`config.mk`:
```
export PLATFORM = sky130hd
export DESIGN_NAME = rfill_engine
export DESIGN_NICKNAME = d
export VERILOG_FILES = /design/src/rtl/rfill_pkg.sv /design/src/rtl/rfill_cmd_regs.sv /design/src/rtl/rfill_walker.sv /design/src/rtl/rfill_status.sv /design/src/rtl/rfill_engine.sv
export SDC_FILE = /design/constraint.sdc
export NUM_CORES = 1
export LEC_CHECK = 0
export BUFFER_PORTS_ARGS = -buffer_cell sky130_fd_sc_hd__buf_2
export CORE_ASPECT_RATIO = 0.9
export CORE_MARGIN = 1
export CORE_UTILIZATION = 36
export DETAILED_ROUTE_END_ITERATION = 8
export HOLD_SLACK_MARGIN = 0.02
export PLACE_DENSITY_LB_ADDON = 0.3
export SLEW_MARGIN = 10
export SYNTH_ARGS = -nofsm -noshare
export SYNTH_HDL_FRONTEND = slang
export SYNTH_SLANG_ARGS = --single-unit
```
`constraint.sdc`:
```
create_clock -name clk -period 6.7 [get_ports clk]
set_input_delay 1.005 -clock clk [delete_from_list [all_inputs] [get_ports clk]]
set_output_delay 1.005 -clock clk [all_outputs]
set_load 0.02 [all_outputs]
```
`src/rtl/rfill_pkg.sv`:
```
package rfill_pkg;
  localparam logic [7:0] OP_DST_ADDR = 8'h0C;
  localparam logic [7:0] OP_H_LAST   = 8'h0E;
  localparam logic [7:0] OP_V_LAST   = 8'h0F;
  localparam logic [7:0] OP_COLOUR   = 8'h0B;
  localparam logic [7:0] OP_START    = 8'h23;

  typedef struct packed {
    logic rop_req;   // accepted and ignored
    logic irq_req;
    logic flag_req;
  } start_opts_t;
endpackage

```
`src/rtl/rfill_cmd_regs.sv`:
```
module rfill_cmd_regs
  import rfill_pkg::*;
#(
  parameter int CMD_W  = 32,
  parameter int ADDR_W = 24,
  parameter int CNT_W  = 10,
  parameter int COL_W  = 16
) (
  input  logic              clk,
  input  logic              rst,
  input  logic              accept,
  input  logic [CMD_W-1:0]  cmd_data,
  output logic [ADDR_W-1:0] dst_addr,
  output logic [CNT_W-1:0]  h_last,
  output logic [CNT_W-1:0]  v_last,
  output logic [COL_W-1:0]  colour,
  output logic              start,
  output start_opts_t       opts
);
  localparam int OP_LSB = CMD_W - 8;

  logic [7:0] opcode;
  logic       known;

  assign opcode = cmd_data[CMD_W-1:OP_LSB];
  assign start  = accept && (opcode == OP_START);
  assign opts   = start_opts_t'(cmd_data[2:0]);
  assign known  = (opcode == OP_DST_ADDR) || (opcode == OP_H_LAST) ||
                  (opcode == OP_V_LAST) || (opcode == OP_COLOUR) ||
                  (opcode == OP_START);

  always_ff @(posedge clk) begin
    if (rst) begin
      dst_addr <= '0;
      h_last   <= '0;
      v_last   <= '0;
      colour   <= '0;
    end else if (accept) begin
      case (opcode)
        OP_DST_ADDR: dst_addr <= {cmd_data[ADDR_W-1:1], 1'b0};
        OP_H_LAST:   h_last   <= cmd_data[CNT_W-1:0];
        OP_V_LAST:   v_last   <= cmd_data[CNT_W-1:0];
        OP_COLOUR:   colour   <= cmd_data[COL_W-1:0];
        default: ;
      endcase
    end
  end

  // an unknown opcode leaves every staged value untouched
  assert_ignore_R12: assert property (@(posedge clk) disable iff (rst)
    accept && !known |=> $stable(dst_addr) && $stable(h_last) &&
                         $stable(v_last) && $stable(colour));
endmodule

```
`src/rtl/rfill_walker.sv`:
```
module rfill_walker #(
  parameter int ADDR_W = 24,
  parameter int CNT_W  = 10,
  parameter int COL_W  = 16
) (
  input  logic              clk,
  input  logic              rst,
  input  logic              start,
  input  logic [ADDR_W-1:0] dst_addr,
  input  logic [CNT_W-1:0]  h_last,
  input  logic [CNT_W-1:0]  v_last,
  input  logic [COL_W-1:0]  colour,
  input  logic [ADDR_W-1:0] row_pitch,
  output logic              mem_valid,
  input  logic              mem_ready,
  output logic [ADDR_W-1:0] mem_addr,
  output logic [COL_W-1:0]  mem_data,
  output logic              finish
);
  localparam logic [ADDR_W-1:0] PIX_BYTES = ADDR_W'(2);

  logic [CNT_W-1:0]  x_cnt, y_cnt, x_end, y_end;
  logic [ADDR_W-1:0] row_base, pitch;
  logic              beat, row_end, last;

  assign beat    = mem_valid && mem_ready;
  assign row_end = (x_cnt == x_end);
  assign last    = row_end && (y_cnt == y_end);
  assign finish  = beat && last;

  always_ff @(posedge clk) begin
    if (rst) begin
      mem_valid <= 1'b0;
      mem_addr  <= '0;
      mem_data  <= '0;
      row_base  <= '0;
      pitch     <= '0;
      x_cnt     <= '0;
      y_cnt     <= '0;
      x_end     <= '0;
      y_end     <= '0;
    end else if (start && !mem_valid) begin
      mem_valid <= 1'b1;
      mem_addr  <= dst_addr;
      row_base  <= dst_addr;
      mem_data  <= colour;
      pitch     <= {row_pitch[ADDR_W-1:1], 1'b0};
      x_cnt     <= '0;
      y_cnt     <= '0;
      x_end     <= h_last;
      y_end     <= v_last;
    end else if (beat) begin
      if (last) begin
        mem_valid <= 1'b0;
      end else if (row_end) begin
        x_cnt    <= '0;
        y_cnt    <= y_cnt + 1'b1;
        row_base <= row_base + pitch;
        mem_addr <= row_base + pitch;
      end else begin
        x_cnt    <= x_cnt + 1'b1;
        mem_addr <= mem_addr + PIX_BYTES;
      end
    end
  end

  // a stalled request holds still
  assert_hold_R7: assert property (@(posedge clk) disable iff (rst)
    mem_valid && !mem_ready |=> mem_valid && $stable(mem_addr) && $stable(mem_data));
  // inside a row the next pixel is two bytes on
  assert_step_R6: assert property (@(posedge clk) disable iff (rst)
    beat && !row_end |=> mem_valid && (mem_addr == $past(mem_addr) + PIX_BYTES));
  // write addresses stay even
  assert_even_R2: assert property (@(posedge clk) disable iff (rst)
    mem_valid |-> !mem_addr[0]);
endmodule

```
`src/rtl/rfill_status.sv`:
```
module rfill_status
  import rfill_pkg::*;
(
  input  logic        clk,
  input  logic        rst,
  input  logic        start,
  input  start_opts_t opts,
  input  logic        finish,
  output logic        done,
  output logic        irq
);
  start_opts_t held;

  always_ff @(posedge clk) begin
    if (rst) begin
      held <= '0;
      done <= 1'b0;
      irq  <= 1'b0;
    end else begin
      irq <= finish && held.irq_req;
      if (start) begin
        held <= opts;
        done <= 1'b0;
      end else if (finish && held.flag_req) begin
        done <= 1'b1;
      end
    end
  end

  // the interrupt lasts a single cycle
  assert_irq_pulse_R10: assert property (@(posedge clk) disable iff (rst)
    irq |=> !irq);
  // an accepted start clears the completion flag
  assert_done_clear_R9: assert property (@(posedge clk) disable iff (rst)
    start |=> !done);
endmodule

```
`src/rtl/rfill_engine.sv`:
```
module rfill_engine
  import rfill_pkg::*;
#(
  parameter int CMD_W  = 32,
  parameter int ADDR_W = 24,
  parameter int CNT_W  = 10,
  parameter int COL_W  = 16
) (
  input  logic              clk,
  input  logic              rst,
  input  logic              cmd_valid,
  input  logic [CMD_W-1:0]  cmd_data,
  output logic              cmd_ready,
  input  logic [ADDR_W-1:0] row_pitch,
  output logic              mem_valid,
  input  logic              mem_ready,
  output logic [ADDR_W-1:0] mem_addr,
  output logic [COL_W-1:0]  mem_data,
  output logic              busy,
  output logic              done,
  output logic              irq
);
  logic [ADDR_W-1:0] dst_addr;
  logic [CNT_W-1:0]  h_last, v_last;
  logic [COL_W-1:0]  colour;
  logic              accept, start, finish;
  start_opts_t       opts;

  assign busy      = mem_valid;
  assign cmd_ready = !mem_valid;
  assign accept    = cmd_valid && cmd_ready;

  rfill_cmd_regs #(.CMD_W(CMD_W), .ADDR_W(ADDR_W), .CNT_W(CNT_W), .COL_W(COL_W)) u_regs (
    .clk(clk), .rst(rst), .accept(accept), .cmd_data(cmd_data),
    .dst_addr(dst_addr), .h_last(h_last), .v_last(v_last), .colour(colour),
    .start(start), .opts(opts)
  );

  rfill_walker #(.ADDR_W(ADDR_W), .CNT_W(CNT_W), .COL_W(COL_W)) u_walk (
    .clk(clk), .rst(rst), .start(start), .dst_addr(dst_addr),
    .h_last(h_last), .v_last(v_last), .colour(colour), .row_pitch(row_pitch),
    .mem_valid(mem_valid), .mem_ready(mem_ready), .mem_addr(mem_addr),
    .mem_data(mem_data), .finish(finish)
  );

  rfill_status u_stat (
    .clk(clk), .rst(rst), .start(start), .opts(opts), .finish(finish),
    .done(done), .irq(irq)
  );

  // a start brings up the request at the staged address
  assert_start_R5: assert property (@(posedge clk) disable iff (rst)
    start |=> busy && mem_valid && (mem_addr == $past(dst_addr)));
  // no command is taken during a fill
  assert_no_cmd_busy_R8: assert property (@(posedge clk) disable iff (rst)
    busy |-> !cmd_ready);
endmodule

```
## Yosys cells after proc, flatten, opt, wreduce, memory -nomap -nowiden

Cells that the tools add are included.

| word-level totals | value |
|---|---|
| register bits | 191 |
| input port bits | 60 |
| output and inout bits | 45 |

| operators by class | value |
|---|---|
| add/subtract/negate cells | 4 |
| equal/unequal tests | 8 |
| mux-type cells | 12 |
| bitwise gates (word level) | 1 |
| reduce and logical (&&, ||, !) cells | 23 |

Operator list:

| kind | number |
|---|---|
| $mux W24 | 8 |
| $eq A8 B4 Y1 const B | 4 |
| $add A24 B2 Y24 const B | 1 |
| $add A24 B24 Y24 | 1 |
| $add A10 B1 Y10 const B | 2 |
| $eq A10 B10 Y1 | 2 |
| $reduce_and A2 Y1 | 7 |
| $mux W10 | 1 |
| $eq A8 B6 Y1 const B | 1 |
| $logic_and A1 B1 Y1 | 8 |
| $reduce_and A3 Y1 | 2 |
| $reduce_bool A2 Y1 | 3 |
| $reduce_or A2 Y1 | 2 |
| $mux W1 | 3 |
| $ne A2 B2 Y1 const B | 1 |
| $logic_not A1 Y1 | 1 |
| $not A1 Y1 | 1 |

## Depth between registers and ports, before layout

| logic depth | value |
|---|---|
| depth in word-level cells | 6 |
| depth in mapped cells | 11 |

## By module

From an unflattened synthesis, not the netlist that was laid out.

| second synthesis, totals | value |
|---|---|
| cell total of the unflattened synthesis | 1140 |
| area, all modules | 9444.1 um2 |

By module, submodules not included:

| module | times used | cells each | area an instance (um2) | seq. area each (um2) |
|---|---|---|---|---|
| rfill_walker | 1 | 891 | 6789.0 | 2562.5 |
| rfill_cmd_regs | 1 | 234 | 2512.4 | 1181.1 |
| rfill_status | 1 | 12 | 125.1 | 80.1 |
| rfill_engine | 1 | 3 | 17.5 | 0.0 |

## Least setup slack after synthesis

OpenSTA, ideal clock, no wires.

| timing path | value |
|---|---|
| kind | input to register |
| start | input cmd_data[28] |
| end | register u_regs.h_last[0] |
| arrival | 2.410 ns |
| slack | 4.162 ns |
| stages | 7 |
| buffers on the path | 1 |
| cell sequence | nor3_1 and3b_1 nand4b_1 or2_2 clkbuf_1 mux2i_1 nor2_1 |

| between the ends | value |
|---|---|
| cells in the longest elaborated chain, start to end | 2 |

RTL lines:

| item | RTL line | text |
|---|---|---|
| start, declared | rfill_engine.sv:12 | `input logic [CMD_W-1:0] cmd_data,` |
| $eq A8 B4 Y1 | n/a |  |
| $reduce_and A2 Y1 (no source line) | n/a |  |
| end signal, assigned | rfill_cmd_regs.sv:41 | `OP_H_LAST: h_last <= cmd_data[CNT_W-1:0];` |
| end, declared | rfill_cmd_regs.sv:14 | `output logic [CNT_W-1:0] h_last,` |

Every way passes these cells.
A chain may end at the register's enable or synchronous reset.

## Worst setup path after layout

| timing path | value |
|---|---|
| start | input cmd_valid |
| end | register u_walk.mem_addr[14] |

| between the ends | value |
|---|---|
| cells in the longest elaborated chain, start to end | 5 |

RTL lines:

| item | RTL line | text |
|---|---|---|
| start, declared | rfill_engine.sv:11 | `input logic cmd_valid,` |
| $logic_and A1 B1 Y1 (*) | rfill_engine.sv:31 | `assign accept = cmd_valid && cmd_ready;` |
| $logic_and A1 B1 Y1 (*) | rfill_cmd_regs.sv:26 | `assign start = accept && (opcode == OP_START);` |
| $logic_and A1 B1 Y1 (*) | rfill_walker.sv:42 | `end else if (start && !mem_valid) begin` |
| $ne A2 B2 Y1 (no source line) or $reduce_bool A2 Y1 (tied branches) | n/a |  |
| $reduce_and A2 Y1 (no source line) | n/a |  |
| end signal, assigned | rfill_walker.sv:44 | `mem_addr <= dst_addr;` |
| end signal, assigned | rfill_walker.sv:59 | `mem_addr <= row_base + pitch;` |
| end signal, assigned | rfill_walker.sv:62 | `mem_addr <= mem_addr + PIX_BYTES;` |
| end, declared | rfill_walker.sv:16 | `output logic [ADDR_W-1:0] mem_addr,` |

Mark *: on every way between the ends. The rest lies on a longest branch, timed or not.

==> results.json <==
{
  "gr-usage-met3_pct": 3.36,
  "timing.critical_path.required_ns": 6.97,
  "tritoncts": "built",
  "hp-class": "reg2reg",
  "synth_nets": 1228,
  "antenna_found_initial": 0,
  "track_usage_pct": 19.9,
  "cts_sinks": 190,
  "comb_power_share_pct": 2.4,
  "synth.distinct_cells": 58,
  "max-vdd-ir-drop_mv": 0.125,
  "io-pin-count": 105,
  "vias": 8178,
  "ys_seq_area_share_pct": 42.3,
  "drive_gt1_share_pct": 13.1,
  "port_buffers": 103,
  "drt_iter0_markers": 502,
  "swShare_pct": 25.2,
  "dpl_cell_area_mm2": 0.00970,
  "wire_per_inst_um": 16.3,
  "p_clk_share_pct": 46.7,
  "synth_area_mm2": 0.00899,
  "cts_resized": 0,
  "internal-power_w": 0.00166,
  "area_growth_pct": 14.7,
  "status": "finished clean",
  "p_sw_w": 0.000560,
  "viasPerCell": 5.27,
  "grt.met2_usage_pct": 29.8,
  "clock_latency_ns": 0.44,
  "synth_warnings": 0,
  "worst-setup-path-type": "in2reg",
  "grt_pass1_vias": 7370,
  "grt_pass1_wl_um": 40200,
  "top_usage_layer": "met2",
  "diodes": 0,
  "die_h_um": 152,
  "clockBufferDepth": 2,
  "finalCriticalPeriod_ns": 3.05,
  "maxCapViolCount": 0,
  "dp_hpwl_um": 17500,
  "cp_max_fo": 67,
  "synth-edff-count": 0,
  "drtPass1Iterations": 5,
  "synth.avg_cell_area_um2": 7.87,
  "power.density_mw_per_mm2": 215,
  "fin_skew_ns": 0.0186,
  "hold_viol": 0,
  "grt-ovfl-total": 0,
  "final_util_pct": 42.3,
  "coreArea_mm2": 0.0244,
  "die_w_um": 169,
  "h-tree-depth": 4,
  "antenna_left": 0,
  "cts_root_buffer": "clkbuf_16",
  "slew_headroom_pct": 20.1,
  "die_area_mm2": 0.0256,
  "startpoint_type": "primary input",
  "endpoint_kind": "flop",
  "crit_arrival_ns": 3.32,
  "wl_um": 25300,
  "fin_hold_ws_ns": 0.425,
  "finalMaxSlewViolations": 0,
  "rsz0062_at_grt": "false",
  "hold_buffers": 0,
  "tns_ns": 0,
  "fin_ws_ns": 3.65,
  "start_util_pct": 36.8,
  "stdcell_area_mm2": 0.0103,
  "postCtsSetupRepairBufs": 0,
  "rows": 54,
  "worstMarginPinSlew_ns": 1.19,
  "p_leak_nw": 3.92,
  "ys_ff_latch": 190,
  "clk_pin_slew_worst_paths_ns": 0.08,
  "synthCells": 1142,
  "cts_made_buffers": 17,
  "pwr-share-seq_pct": 50.9,
  "synth_flop_cell": "dfxtp_1",
  "setup_violations": 0,
  "max_freq_mhz": 328,
  "post-place-ws_ns": 3.16,
  "grt_max_degree": 105,
  "async_flop_share_pct": 0,
  "final_min_period_over_clock_period_pct": 45.5,
  "nNetsFinal": 1290,
  "place.gp.congestion": 0.865,
  "grtUsageMet1_pct": 29.2,
  "drc_errors": 0
}
-- worst max-delay path: stages --
cell	delay, ns
buf_2	0.07
nor2b_1	0.17
nand3_1	0.15
nor2_1	0.20
and4b_4	0.86
nor2_4	0.27
a21o_1	0.23
a221oi_1	0.23
a21oi_1	0.10
-- state kept, by name (all words and copies together), names as in the netlist, 2 cells and up --
register / flops
u_walk.mem_addr: 24
u_regs.dst_addr: 23
u_walk.pitch: 23
u_walk.row_base: 23
u_regs.colour: 16
u_walk.mem_data: 16
u_regs.h_last: 10
u_regs.v_last: 10
u_walk.x_cnt: 10
u_walk.x_end: 10
u_walk.y_cnt: 10
u_walk.y_end: 10
u_stat.held: 2
-- power groups by stage --
| stage | Sequential [W] | Clock, W | Combinational, W |
|---|---|---|---|
| after floorplan | 0.00116 | 0 | 0.0000210 |
| after global placement | 0.00116 | 0 | 0.0000528 |
| after detailed placement | 0.00116 | 0 | 0.0000526 |
| after CTS | 0.00113 | 0.00105 | 0.0000527 |
| after global routing | 0.00113 | 0.00110 | 0.0000572 |
| final | 0.00113 | 0.00104 | 0.0000527 |
-- final timing paths --
kind	startpoint	endpoint	slack (ns)	cells after the start
worst min register to register	u_walk.mem_addr[0]	u_walk.mem_addr[0]	0.43	2
worst min-delay path	u_walk.mem_addr[0]	u_walk.mem_addr[0]	0.43	2
worst max register to register	u_walk.y_cnt[2]	u_walk.mem_addr[23]	3.87	9
worst max-delay path	cmd_valid	u_walk.mem_addr[14]	3.65	9
-- layout make-up --
class	instances	area, um^2
clock buffers	18	439
well taps	336	420
repair buffers	110	571
fillers	2534	14100
flip-flops and latches	190	3800
multi-input cells	872	4860
clock inverters	14	163
inverters	13	48.8
-- cell usage in the layout (no fill, tap or decap), drive strengths merged, types with 5 or more instances in the layout --
master / n
and4: 7
and3: 8
o21a: 5
dfxtp: 190
clkinv: 5
nor4: 6
nor3: 13
a21oi: 163
xnor2: 31
nand4: 16
nand2: 308
o211ai: 12
mux2i: 12
inv: 20
and2: 8
nand3: 22
clkbuf: 18
nor2: 67
or3: 9
o22ai: 5
a22oi: 22
ha: 25
o21bai: 5
buf: 110
xor2: 43
o21ai: 17
a21o: 7
a31oi: 19
-- metal layers --
metal  vias to the layer above  part of all wire [%]
li1                       4051                     -
met1                      3902                    50
met2                       198                    43
met3                        27                   4.8
met4                         0                   1.5
met5                         -                     0
-- cells in the mapped netlist (7+ instances only) --
cell / n / area [um^2]
a21o_1: 7 / 52.6
a21oi_1: 162 / 811
a22oi_1: 22 / 165
a31oi_1: 19 / 119
and2_1: 7 / 43.8
and3_1: 8 / 50.1
and4_1: 7 / 61.3
buf_2: 11 / 55.1
clkbuf_1: 47 / 176
dfxtp_1: 190 / 3800
ha_1: 25 / 313
inv_1: 13 / 48.8
mux2i_1: 12 / 120
nand2_1: 308 / 1160
nand3_1: 22 / 110
nand4_1: 16 / 100
nor2_1: 66 / 248
nor3_1: 12 / 60.1
o211ai_1: 12 / 90.1
o21ai_0: 15 / 75.1
or3_1: 9 / 56.3
xnor2_1: 31 / 272
xor2_1: 43 / 377
-- cells by family after synthesis --
group                    Yosys count  synth area share (%)
multiplexers                      15                  1.71
XOR/XNOR                          74                  7.21
AO/OA/AOI/OAI                    276                  18.0
AND/OR/NAND/NOR                  481                  23.2
flip-flops                       190                  42.3
buffers and inverters             80                  3.83
adder cells (fa/ha/maj)           26                  3.70
-- stage by stage --
stage | std cells | power [W]
global route | 1553 | 0.00229
global placement | 1521 | 0.00121
detailed placement | 1521 | 0.00121
CTS | 1553 | 0.00223
finish | 1553 | 0.00222
floorplan | 1142 | 0.00118
Power figures use the tool's default switching activity.
